==> config.mk <==
export PLATFORM = sky130hd
export DESIGN_NAME = dma2d_agen
export DESIGN_NICKNAME = d
export VERILOG_FILES = /design/src/rtl/dma2d_pkg.sv /design/src/rtl/dma2d_cfg_bank.sv /design/src/rtl/dma2d_span_counter.sv /design/src/rtl/dma2d_addr_walk.sv /design/src/rtl/dma2d_agen.sv
export SDC_FILE = /design/constraint.sdc
export NUM_CORES = 1
export LEC_CHECK = 0
export BUFFER_PORTS_ARGS = -buffer_cell sky130_fd_sc_hd__buf_2
export CAP_MARGIN = 30
export CORE_MARGIN = 2
export CORE_UTILIZATION = 25
export DETAILED_ROUTE_END_ITERATION = 6
export PLACE_DENSITY = 0.36
export REMOVE_ABC_BUFFERS = 1
export SLEW_MARGIN = 15
export SYNTH_ARGS = -nofsm -noshare
export SYNTH_HDL_FRONTEND = slang
export SYNTH_SLANG_ARGS = --single-unit
==> constraint.sdc <==
create_clock -name clk -period 4.7 [get_ports clk]
set_clock_uncertainty 0.2 [all_clocks]
set_input_delay 0.47 -clock clk [delete_from_list [all_inputs] [get_ports clk]]
set_output_delay 0.47 -clock clk [all_outputs]
set_load 0.005 [all_outputs]
==> src/rtl/dma2d_pkg.sv <==
package dma2d_pkg;

    typedef enum logic [0:0] {
        ST_IDLE = 1'b0,
        ST_RUN  = 1'b1
    } agen_state_e;

    localparam logic [2:0] SEL_BASE  = 3'd0;
    localparam logic [2:0] SEL_ICNT  = 3'd1;
    localparam logic [2:0] SEL_OCNT  = 3'd2;
    localparam logic [2:0] SEL_ISTEP = 3'd3;
    localparam logic [2:0] SEL_OSTEP = 3'd4;
    localparam logic [2:0] SEL_MODE  = 3'd5;

    localparam int MODE_CIRC_BIT   = 0;
    localparam int MODE_ROWIRQ_BIT = 1;

endpackage

==> src/rtl/dma2d_cfg_bank.sv <==
module dma2d_cfg_bank
    import dma2d_pkg::*;
#(
    parameter int AW = 32,
    parameter int CW = 16
) (
    input  logic          clk,
    input  logic          rst_n,
    input  logic          wr_en,
    input  logic [2:0]    sel,
    input  logic [AW-1:0] wdata,
    output logic [AW-1:0] base_o,
    output logic [CW-1:0] icnt_o,
    output logic [CW-1:0] ocnt_o,
    output logic [CW-1:0] istep_o,
    output logic [CW-1:0] ostep_o,
    output logic          circ_o,
    output logic          rowirq_o
);

    always_ff @(posedge clk or negedge rst_n) begin
        if (!rst_n) begin
            base_o   <= '0;
            icnt_o   <= CW'(1);
            ocnt_o   <= CW'(1);
            istep_o  <= '0;
            ostep_o  <= '0;
            circ_o   <= 1'b0;
            rowirq_o <= 1'b0;
        end else if (wr_en) begin
            case (sel)
                SEL_BASE:  base_o  <= wdata;
                SEL_ICNT:  icnt_o  <= wdata[CW-1:0];
                SEL_OCNT:  ocnt_o  <= wdata[CW-1:0];
                SEL_ISTEP: istep_o <= wdata[CW-1:0];
                SEL_OSTEP: ostep_o <= wdata[CW-1:0];
                SEL_MODE: begin
                    circ_o   <= wdata[MODE_CIRC_BIT];
                    rowirq_o <= wdata[MODE_ROWIRQ_BIT];
                end
                default: ;
            endcase
        end
    end

endmodule

==> src/rtl/dma2d_span_counter.sv <==
module dma2d_span_counter #(
    parameter int CW = 16
) (
    input  logic          clk,
    input  logic          rst_n,
    input  logic          load,
    input  logic          dec,
    input  logic [CW-1:0] load_val,
    output logic          last_o
);

    localparam int NW = CW + 1;
    localparam logic [NW-1:0] FULL_SPAN = NW'(1) << CW;

    logic [NW-1:0] cnt;

    always_ff @(posedge clk or negedge rst_n) begin
        if (!rst_n) begin
            cnt <= NW'(1);
        end else if (load) begin
            cnt <= (load_val == '0) ? FULL_SPAN : {1'b0, load_val};
        end else if (dec) begin
            cnt <= cnt - NW'(1);
        end
    end

    assign last_o = (cnt == NW'(1));

endmodule

==> src/rtl/dma2d_addr_walk.sv <==
module dma2d_addr_walk #(
    parameter int AW = 32,
    parameter int CW = 16
) (
    input  logic          clk,
    input  logic          rst_n,
    input  logic          load,
    input  logic [AW-1:0] base,
    input  logic          adv,
    input  logic          use_outer,
    input  logic [CW-1:0] istep,
    input  logic [CW-1:0] ostep,
    output logic [AW-1:0] addr_o
);

    localparam int XW = AW - CW;

    logic [CW-1:0] step;
    logic [AW-1:0] step_ext;

    always_comb begin
        step     = use_outer ? ostep : istep;
        step_ext = {{XW{step[CW-1]}}, step};
    end

    always_ff @(posedge clk or negedge rst_n) begin
        if (!rst_n) begin
            addr_o <= '0;
        end else if (load) begin
            addr_o <= base;
        end else if (adv) begin
            addr_o <= addr_o + step_ext;
        end
    end

endmodule

==> src/rtl/dma2d_agen.sv <==
module dma2d_agen
    import dma2d_pkg::*;
#(
    parameter int AW = 32,
    parameter int CW = 16
) (
    input  logic          clk,
    input  logic          rst_n,
    input  logic          cfg_we,
    input  logic [2:0]    cfg_sel,
    input  logic [AW-1:0] cfg_wdata,
    input  logic          start,
    input  logic          elem_ack,
    output logic [AW-1:0] addr_out,
    output logic          addr_valid,
    output logic          row_done,
    output logic          buf_done,
    output logic          irq
);

    agen_state_e state, state_nx;

    logic [AW-1:0] c_base;
    logic [CW-1:0] c_icnt, c_ocnt, c_istep, c_ostep;
    logic          c_circ, c_rowirq;

    logic [AW-1:0] w_base;
    logic [CW-1:0] w_icnt, w_ocnt, w_istep, w_ostep;
    logic          w_circ, w_rowirq;

    logic go, take, in_last, out_last, row_end, buf_end, wrap, finish;
    logic [CW-1:0] in_load_val, out_load_val;

    dma2d_cfg_bank #(.AW(AW), .CW(CW)) u_cfg (
        .clk      (clk),
        .rst_n    (rst_n),
        .wr_en    (cfg_we && (state == ST_IDLE)),
        .sel      (cfg_sel),
        .wdata    (cfg_wdata),
        .base_o   (c_base),
        .icnt_o   (c_icnt),
        .ocnt_o   (c_ocnt),
        .istep_o  (c_istep),
        .ostep_o  (c_ostep),
        .circ_o   (c_circ),
        .rowirq_o (c_rowirq)
    );

    always_ff @(posedge clk or negedge rst_n) begin
        if (!rst_n) begin
            w_base   <= '0;
            w_icnt   <= CW'(1);
            w_ocnt   <= CW'(1);
            w_istep  <= '0;
            w_ostep  <= '0;
            w_circ   <= 1'b0;
            w_rowirq <= 1'b0;
        end else if (go) begin
            w_base   <= c_base;
            w_icnt   <= c_icnt;
            w_ocnt   <= c_ocnt;
            w_istep  <= c_istep;
            w_ostep  <= c_ostep;
            w_circ   <= c_circ;
            w_rowirq <= c_rowirq;
        end
    end

    always_comb begin
        go           = (state == ST_IDLE) && start;
        take         = (state == ST_RUN) && elem_ack;
        row_end      = take && in_last;
        buf_end      = row_end && out_last;
        wrap         = buf_end && w_circ;
        finish       = buf_end && !w_circ;
        in_load_val  = (state == ST_IDLE) ? c_icnt : w_icnt;
        out_load_val = (state == ST_IDLE) ? c_ocnt : w_ocnt;
    end

    dma2d_span_counter #(.CW(CW)) u_inner (
        .clk      (clk),
        .rst_n    (rst_n),
        .load     (go || row_end),
        .dec      (take),
        .load_val (in_load_val),
        .last_o   (in_last)
    );

    dma2d_span_counter #(.CW(CW)) u_outer (
        .clk      (clk),
        .rst_n    (rst_n),
        .load     (go || wrap),
        .dec      (row_end),
        .load_val (out_load_val),
        .last_o   (out_last)
    );

    dma2d_addr_walk #(.AW(AW), .CW(CW)) u_walk (
        .clk       (clk),
        .rst_n     (rst_n),
        .load      (go || wrap),
        .base      ((state == ST_IDLE) ? c_base : w_base),
        .adv       (take),
        .use_outer (in_last),
        .istep     (w_istep),
        .ostep     (w_ostep),
        .addr_o    (addr_out)
    );

    always_comb begin
        state_nx = state;
        unique case (state)
            ST_IDLE: if (go)     state_nx = ST_RUN;
            ST_RUN:  if (finish) state_nx = ST_IDLE;
            default:             state_nx = ST_IDLE;
        endcase
    end

    always_ff @(posedge clk or negedge rst_n) begin
        if (!rst_n) state <= ST_IDLE;
        else        state <= state_nx;
    end

    always_ff @(posedge clk or negedge rst_n) begin
        if (!rst_n) begin
            row_done <= 1'b0;
            buf_done <= 1'b0;
            irq      <= 1'b0;
        end else begin
            row_done <= row_end;
            buf_done <= buf_end;
            irq      <= w_rowirq ? row_end : buf_end;
        end
    end

    assign addr_valid = (state == ST_RUN);

endmodule

==> results.md <==
- Outcome: finished clean
- Die footprint: 0.0568 mm^2
- Leakage: 7.95 nW
- Root Buffer: clkbuf_16
- Antenna violations before repair: 4
- F_max: 224 MHz
- Clock Sinks: 266
- Synth area leader: dfrtp_1
- Final antenna-violating net count: 0
- Post-Syn Area: 0.0137 mm^2
- DRT Pass-1 Iters: 5
- Synth top area cells: dfrtp_1 (47%), mux2_2 (11%), nand2_1 (9.7%)
- Gr ovfl total: 0
- Setup crit end kind: flop
- Count of input and output buffers: 75
- DR WL/cell: 19.7 um
- Placement Setup Slack: -0.0887 ns
- Crit path kind: reg2reg
- DRT iter0 DRCs: 606
- Routability cong.: 0.796
- Count leader, synth: nand2_1
- H-tree levels: 2
- I/O Pins: 76
- Number of diodes: 0
- Unique masters post-synth: 75
- CP peak stage delay: 0.43 ns
- Drc violations: 0
- First-pass GRT wire length: 68,800 um
- Worst setup SP type: flop
- Synth top cells by count: nand2_1 (354), dfrtp_1 (260), mux2_2 (136)
- Core Rows: 85
- Via count: 10,800
- Async SR Flop Fraction: 100%
- Share of the synthesized area in the top cell type: 47.4%
- Die height: 238 um
- Total GRT Usage: 15.8%
- Final WS setup: 0.232 ns
- Power density cells: 574 mW/mm^2
- Via density: 4.83
- CTS tree: done
- Sequential area share after synthesis: 48.5%
- Clock-pin slew on the worst setup and hold paths: 0.06 ns
- Hold Worst Slack: 0.108 ns
- EDFF count, synth: 0
- Synth Register Bits: 266
- YS warnings: 0
- CP cell instances: or3_4 -> nor3_4 -> nand3_4 -> buf_4 -> mux2_2 -> ha_1 -> a211oi_1 -> o21ai_0 -> o211ai_1 -> o221ai_1 -> nor2b_1 -> or2_2 -> a31oi_1 -> xnor2_1 -> a221o_1
- Crit path time final: 4.47 ns
- Unrepaired setup endpoints after global routing: false
- Hpwl dp: 29,700 um
- Slew Viols, Final: 0
- Num CTS Buffers: 34
- Area grow syn2layout: 20.0%
- Worst hold path class: in2reg
- Pwr Total: 0.00947 W
- Largest net degree at the start of global routing: 103
- Period Utilization, post-route: 95.1%
- Ratio of cells with drive above 1 in the final layout: 22.1%
- CP Max Fanout: 8
- Cells after Synth: 1,416
- Starting Density: 25.4%
- Slew margin rel.: 41.3%
- Later-pin clock latency in the skew report: 0.54 ns
- Die Width: 238 um
- Core area: 0.0540 mm^2
- CP arrival: 4.69 ns
- Worst EP required: 4.92 ns
- Main synth FF type: dfrtp_1
- MaxCap Viol Count: 0
- Vias in the first global route: 11,200
- Max IR drop VDD: 0.219 mV
- Final setup fails: 0
- Total Wirelength: 44,100 um
- Final Hold Fails: 0
- Avg Inst Size Synth: 9.70 um^2
- Core Util, Final: 30.5%
- Max Root-Sink Buffers: 3
- CP max-delay cell: or3_4
- Layout Nets: 1,599
- Worst-Margin Slew: 0.878 ns
==> sequential cells by signal, indices dropped and copies added, names as in the netlist, 16 cells and up <==
signal / cells
u_inner.cnt: 17
u_walk.addr_o: 32
w_base: 32
u_cfg.istep_o: 16
w_ostep: 16
w_istep: 16
u_cfg.ostep_o: 16
w_icnt: 16
u_cfg.icnt_o: 16
u_cfg.base_o: 32
w_ocnt: 16
u_cfg.ocnt_o: 16
u_outer.cnt: 17
==> critical path: cells and delay by family (launching register included) <==
kind                     cells  cell delay [ns]
AO/OA/AOI/OAI                6             1.41
XOR/XNOR                     1             0.10
adder cells (fa/ha/maj)      1             0.34
buffers and inverters        1             0.23
flip-flops                   1             0.38
multiplexers                 1             0.28
AND/OR/NAND/NOR              5             1.39
==> cells by family after synthesis <==
kind of cell / count (synthesis) / share of synthesized area [%]
and+or+nand+nor: 548 / 17.2
adders and majority gates: 36 / 3.33
AOI/OAI and AO/OA: 275 / 12.5
muxes: 174 / 13.9
xor gates and xnor gates: 28 / 1.89
DFF: 266 / 48.5
buffers and inverters: 89 / 2.67
==> worst paths after layout <==
path                             startpoint           endpoint  slack [ns]  cells after the start
max                          u_inner.cnt[6]  u_walk.addr_o[29]        0.23                     15
min                            cfg_wdata[7]    u_cfg.base_o[7]        0.11                      2
max reg2reg                  u_inner.cnt[6]  u_walk.addr_o[29]        0.23                     15
min reg2reg                u_cfg.ostep_o[8]         w_ostep[8]        0.26                      2
max in group asynchronous             rst_n         addr_valid        2.97                      3
min in group asynchronous             rst_n  u_walk.addr_o[16]        0.26                      2
==> report_power, final <==
group / leakage (nW) / internal (W) / switching (W)
registers: 3.42 / 0.00299 / 0.000584
logic: 3.97 / 0.00145 / 0.00173
clock network: 0.561 / 0.00167 / 0.00105
total: 7.95 / 0.00611 / 0.00336
==> layout make-up <==
cell class | count | area, um^2
fill | 5675 | 37500
multi-input combinational | 1061 | 6780
sequential | 266 | 6670
clock buffer | 55 | 1070
timing repair buffer | 137 | 938
tap | 696 | 871
inverter | 23 | 86.3
clock inverter | 4 | 70.1
==> repair_timing <==
action | CTS | global route
hold buffers | 17 | 0
hold endpoints to repair | 69 | 0
buffers inserted | 1 | 4
pin swaps | 1 | 5
gates resized for setup | 2 | 5
endpoints found under the setup margin | 4 | 6
==> through the flow <==
step | area [um^2] | setup TNS [ns] | std cells
CTS | 16400 | 0 | 2237
detailed placement | 15100 | -0.168 | 2160
finish | 16500 | 0 | 2242
floorplan | 13500 | -231.46 | 1350
global route | 16500 | 0 | 2242
global placement | 15100 | -0.00787 | 2159
==> layer usage <==
metal	GRT usage, %	up-vias	part of all wire, %
met5	0	-	0
met3	2.26	52	3.5
met2	25.3	173	45
li1	-	5178	-
met1	22.2	5425	49
met4	4.55	0	1.9
==> layout by cell type, fill, tap and decap left out, types with 7 or more instances in the layout <==
cell,netlist,final
a211oi_1,11,11
a21o_1,15,15
a21oi_1,95,95
a31oi_1,10,10
and2_1,7,7
and3_1,7,7
buf_2,8,74
buf_4,2,42
clkbuf_1,40,10
clkbuf_16,0,37
clkbuf_8,0,8
dfrtp_1,260,259
dlygate4sd3_1,0,17
ha_1,35,35
inv_1,22,22
mux2_2,136,136
mux2i_1,38,38
nand2_1,354,351
nand3_1,18,18
nand4_1,9,9
nor2_1,77,76
nor2b_1,8,7
nor3_1,22,21
nor4_1,15,15
o211ai_1,12,12
o21ai_0,58,57
o221ai_1,8,8
o22ai_1,13,13
xnor2_1,17,17
xor2_1,10,10
Note: power is estimated with default switching activity, not from simulation.
